[src/rtl/nrd_pkg.sv]
package nrd_pkg;

    typedef enum logic [1:0] {
        ST_IDLE = 2'd0,
        ST_RUN  = 2'd1,
        ST_FIX  = 2'd2
    } nrd_state_e;

endpackage

[src/rtl/nrd_step.sv]
// One nonrestoring iteration: shift in the next numerator bit, then add or
// subtract the divisor depending on the sign of the incoming remainder.
module nrd_step #(
    parameter int W = 8
) (
    input  logic [W:0]   rem_in,
    input  logic         num_bit,
    input  logic [W-1:0] den,
    output logic [W:0]   rem_out,
    output logic         digit
);
    logic [W:0] shifted;
    logic [W:0] den_ext;

    always_comb begin
        shifted = {rem_in[W-1:0], num_bit};
        den_ext = {1'b0, den};
        // Non-negative remainder: digit +1 (stored 1), subtract.
        // Negative remainder: digit -1 (stored 0), add.
        digit   = ~rem_in[W];
        if (digit) begin
            rem_out = shifted - den_ext;
        end else begin
            rem_out = shifted + den_ext;
        end
    end
endmodule

[src/rtl/nrd_fixup.sv]
// Converts the stored digit pattern to binary and makes the remainder
// non-negative. Quotient = 2*P + 1 - 2^W, kept modulo 2^W.
module nrd_fixup #(
    parameter int W = 8
) (
    input  logic [W-1:0] digits,
    input  logic [W:0]   rem_raw,
    input  logic [W-1:0] den,
    input  logic         zero_den,
    output logic [W-1:0] quot_out,
    output logic [W-1:0] rem_out
);
    logic [W-1:0] quot_conv;
    logic [W:0]   rem_sum;

    always_comb begin
        quot_conv = {digits[W-2:0], 1'b1};
        rem_sum   = rem_raw + {1'b0, den};
        if (zero_den) begin
            quot_out = '1;
            rem_out  = rem_raw[W-1:0];
        end else if (rem_raw[W]) begin
            quot_out = quot_conv - W'(1);
            rem_out  = rem_sum[W-1:0];
        end else begin
            quot_out = quot_conv;
            rem_out  = rem_raw[W-1:0];
        end
    end
endmodule

[src/rtl/nrd_divider.sv]
module nrd_divider #(
    parameter int W = 8
) (
    input  logic         clk,
    input  logic         rst_n,
    input  logic         start,
    input  logic [W-1:0] numer,
    input  logic [W-1:0] denom,
    output logic [W-1:0] quot,
    output logic [W-1:0] rem,
    output logic         busy,
    output logic         done,
    output logic         div_zero
);
    import nrd_pkg::*;

    localparam int CW = $clog2(W + 1);

    typedef struct packed {
        nrd_state_e   st;
        logic [CW-1:0] cnt;
        logic [W-1:0] num;
        logic [W-1:0] den;
        logic [W:0]   acc;
        logic [W-1:0] dig;
        logic         zero;
        logic [W-1:0] quot;
        logic [W-1:0] rem;
        logic         zflag;
        logic         done;
    } nrd_regs_t;

    nrd_regs_t r_q, r_d;

    logic [W:0]   step_rem;
    logic         step_dig;
    logic [W-1:0] fix_quot;
    logic [W-1:0] fix_rem;
    logic [W-1:0] den_held;

    nrd_step #(.W(W)) step_i (
        .rem_in  (r_q.acc),
        .num_bit (r_q.num[W-1]),
        .den     (r_q.den),
        .rem_out (step_rem),
        .digit   (step_dig)
    );

    nrd_fixup #(.W(W)) fix_i (
        .digits   (r_q.dig),
        .rem_raw  (r_q.acc),
        .den      (r_q.den),
        .zero_den (r_q.zero),
        .quot_out (fix_quot),
        .rem_out  (fix_rem)
    );

    always_comb begin
        r_d      = r_q;
        r_d.done = 1'b0;
        unique case (r_q.st)
            ST_IDLE: begin
                if (start) begin
                    r_d.st   = ST_RUN;
                    r_d.cnt  = '0;
                    r_d.num  = numer;
                    r_d.den  = denom;
                    r_d.acc  = '0;
                    r_d.dig  = '0;
                    r_d.zero = (denom == '0);
                end
            end
            ST_RUN: begin
                r_d.acc = step_rem;
                r_d.dig = {r_q.dig[W-2:0], step_dig};
                r_d.num = {r_q.num[W-2:0], 1'b0};
                if (r_q.cnt == CW'(W - 1)) begin
                    r_d.st = ST_FIX;
                end else begin
                    r_d.cnt = r_q.cnt + CW'(1);
                end
            end
            ST_FIX: begin
                r_d.quot  = fix_quot;
                r_d.rem   = fix_rem;
                r_d.zflag = r_q.zero;
                r_d.done  = 1'b1;
                r_d.st    = ST_IDLE;
            end
            default: begin
                r_d.st = ST_IDLE;
            end
        endcase
    end

    always_ff @(posedge clk or negedge rst_n) begin
        if (!rst_n) begin
            r_q <= '{st: ST_IDLE, default: '0};
        end else begin
            r_q <= r_d;
        end
    end

    assign quot     = r_q.quot;
    assign rem      = r_q.rem;
    assign busy     = (r_q.st != ST_IDLE);
    assign done     = r_q.done;
    assign div_zero = r_q.zflag;
    assign den_held = r_q.den;

endmodule

[config.mk]
export PLATFORM = sky130hd
export DESIGN_NAME = nrd_divider
export DESIGN_NICKNAME = d
export VERILOG_FILES = /design/src/rtl/nrd_pkg.sv /design/src/rtl/nrd_step.sv /design/src/rtl/nrd_fixup.sv /design/src/rtl/nrd_divider.sv
export SDC_FILE = /design/constraint.sdc
export NUM_CORES = 1
export LEC_CHECK = 0
export BUFFER_PORTS_ARGS = -buffer_cell sky130_fd_sc_hd__buf_2
export CORE_MARGIN = 2
export CORE_UTILIZATION = 63
export DETAILED_ROUTE_END_ITERATION = 8
export PLACE_DENSITY_LB_ADDON = 0.2
export REMOVE_ABC_BUFFERS = 1
export SYNTH_ARGS = -nofsm -noshare
export SYNTH_HDL_FRONTEND = slang
export SYNTH_SLANG_ARGS = --single-unit
[constraint.sdc]
create_clock -name clk -period 7.4 [get_ports clk]
set_input_delay 1.48 -clock clk [delete_from_list [all_inputs] [get_ports clk]]
set_output_delay 1.48 -clock clk [all_outputs]
set_load 0.05 [all_outputs]
==> impl_metrics.env <==
export IMPL_avgSynthCellArea_um2=8.965
export IMPL_first_global_vias=2236
export IMPL_async_flop_share=1.000
export IMPL_htree_num_levels=3
export IMPL_status="finished clean"
export IMPL_finalMaxSlewViolations=0
export IMPL_rsz0062_at_grt="false"
export IMPL_grt_max_degree=58
export IMPL_numCtsBuffers=9
export IMPL_dieArea_um2=5666
export IMPL_critPathMaxFanout=5
export IMPL_layout_common_cells="nand2_1 (86), dfrtp_1 (57), buf_2 (37), o21ai_0 (34), a21oi_1 (18)"
export IMPL_place_gp_congestion=0.8791
export IMPL_period_needed_ns=2.801
export IMPL_setup_viol=0
export IMPL_synth_seq_cells=57
export IMPL_grt_usage=0.2472
export IMPL_first_iter_violations=115
export IMPL_vias=2476
export IMPL_synth_warnings=0
export IMPL_endpoint_kind="register"
export IMPL_synth_cell_types=42
export IMPL_pin_count=38
export IMPL_grt_pass1_wl_um=10220
export IMPL_vias_per_cell=5.514
export IMPL_cts_max_path_buffers=2
export IMPL_final_hold_viol_count=0
export IMPL_crit_type="register to register"
export IMPL_n_antenna_cell=0
export IMPL_reg2reg_slack_ns=4.60
export IMPL_drv_cap=0
export IMPL_cts_setup_buffers=0
export IMPL_clkLatencyLatePin_ns=0.34
export IMPL_synth_flop_cell="dfrtp_1"
export IMPL_relSlewSlack=0.3884
export IMPL_syn2layout_area_growth_pct=9.421
export IMPL_worstHoldPathType="register to register"
export IMPL_mostFrequentLayoutCell="nand2_1"
export IMPL_synth_yosys_seq_area_share=0.4457
export IMPL_die_x_um=75.28
export IMPL_clk_pin_slew_ns=0.07
export IMPL_fin_nets=415
export IMPL_post_route_drc_count=0
export IMPL_core_area_um2=4817
export IMPL_final_setup_tns_ns=0
export IMPL_crit_required_ns=7.58
export IMPL_cts_resized=0
export IMPL_synth_edf_count=0
export IMPL_timing_fmax_ghz=0.3570
export IMPL_io_buffer_count=37
export IMPL_skew_ns=0.006587
export IMPL_arrival_ns=2.99
export IMPL_die_h_um=75.28
export IMPL_start_util=0.6644
export IMPL_routed_wl_um=6138
export IMPL_hpwlAfterDp_um=4435
export IMPL_overflow=0
export IMPL_cts_tree="built"
export IMPL_period_share=0.3785
export IMPL_clkSinkCount=57
export IMPL_fp_row_count=25
export IMPL_postCtsHoldBufs=0
export IMPL_cp_start_kind="register"
export IMPL_clk_root_buffer_cell="clkbuf_8"
export IMPL_drt_pass1_iter_count=4
export IMPL_synth_area_um2=3201
export IMPL_ant_nets=0
export IMPL_drive_gt1_frac=0.1754
export IMPL_antenna_found_initial=0
export IMPL_tightest_slew_ns=0.9174
export IMPL_wl_per_cell_um=13.67
export IMPL_syn_inst=357
-- registers in the layout (all words and copies together), names as in the netlist --
name      flops
quot          8
r_q          31
div_zero      1
rem           8
done          1
den_held      8
-- per-layer routing --
metal | up-vias | global-route usage | share of wire
met5 | - | 0 | 0
met4 | 0 | 0.1111 | 0.022
met3 | 15 | 0.05622 | 0.040
met2 | 62 | 0.3918 | 0.46
met1 | 1154 | 0.3261 | 0.48
li1 | 1245 | - | -
-- path summary, 6_finish.rpt --
path | startpoint | to | depth (start not counted)
hold reg to reg | quot[7] | quot[7] | 2
hold / removal | quot[7] | quot[7] | 2
max in group asynchronous | rst_n | r_q[53] | 2
setup reg to reg | den_held[1] | r_q[35] | 10
setup / recovery | den_held[1] | r_q[35] | 10
min in group asynchronous | rst_n | rem[6] | 2
-- worst max-delay path, stage by stage, from the launching register on --
cell	delay (ns)
dfrtp_1	0.43
inv_1	0.18
ha_1	0.26
mux2_2	0.29
fa_1	0.45
a211oi_1	0.29
o21bai_1	0.12
a21oi_1	0.25
o21ai_1	0.13
xnor2_1	0.16
o21ai_0	0.09
-- metrics by stage --
step	hold WS (ns)	util	cell area (um^2)	instances	setup slack, ns
global route	0.4912	0.7270	3502	449	4.386
detailed placement	0.4508	0.6862	3306	433	4.421
finish	0.4583	0.7270	3502	449	4.599
CTS	0.4660	0.7270	3502	449	4.601
floorplan	0.4463	-	3022	327	4.821
global placement	0.4445	0.6862	3306	433	4.436
-- synthesized netlist by cell type (2+ instances only) --
cell type,n,area (um^2)
nand2_1,86,322.8
dfrtp_1,57,1426
o21ai_0,34,170.2
a21oi_1,18,90.09
ha_1,17,212.7
buf_4,16,120.1
nor2_1,16,60.06
nand3_1,15,75.07
xor2_1,11,96.34
clkbuf_1,9,33.78
inv_1,9,33.78
a22oi_1,7,52.55
nor3_1,6,30.03
buf_2,5,25.02
xnor2_1,5,43.79
a31oi_1,4,25.02
nand2b_1,4,25.02
o21ai_1,4,20.02
nor2b_1,3,18.77
a211oi_1,2,15.01
a21o_1,2,15.01
a21oi_2,2,17.52
fa_1,2,40.04
nand3b_1,2,15.01
nor4_1,2,12.51
o211ai_2,2,25.02
o21a_1,2,15.01
-- cell type report --
type / instances / area [um^2]
clock buffers: 11 / 141.4
inverters: 9 / 33.78
clock inverters: 5 / 55.05
well taps: 67 / 83.83
repair buffers: 39 / 200.2
flip-flops and latches: 57 / 1426
fillers: 403 / 1315
multi-input cells: 261 / 1562
-- cell families (layout without fill, tap and decap cells) --
| logic type | count (synthesis) | in the layout | share of synthesized area |
|---|---|---|---|
| AND/OR/NAND/NOR | 141 | 141 | 0.1955 |
| AO/OA/AOI/OAI | 84 | 84 | 0.1661 |
| flip-flops | 57 | 57 | 0.4457 |
| buffers and inverters | 39 | 64 | 0.06646 |
| adder cells (fa/ha/maj) | 19 | 19 | 0.07897 |
| XOR/XNOR | 16 | 16 | 0.04378 |
| multiplexers | 1 | 1 | 0.003518 |
Power is left out: the tool's default activity adds up to more than one toggle a clock period on the data nets, which glitch-free logic cannot reach.
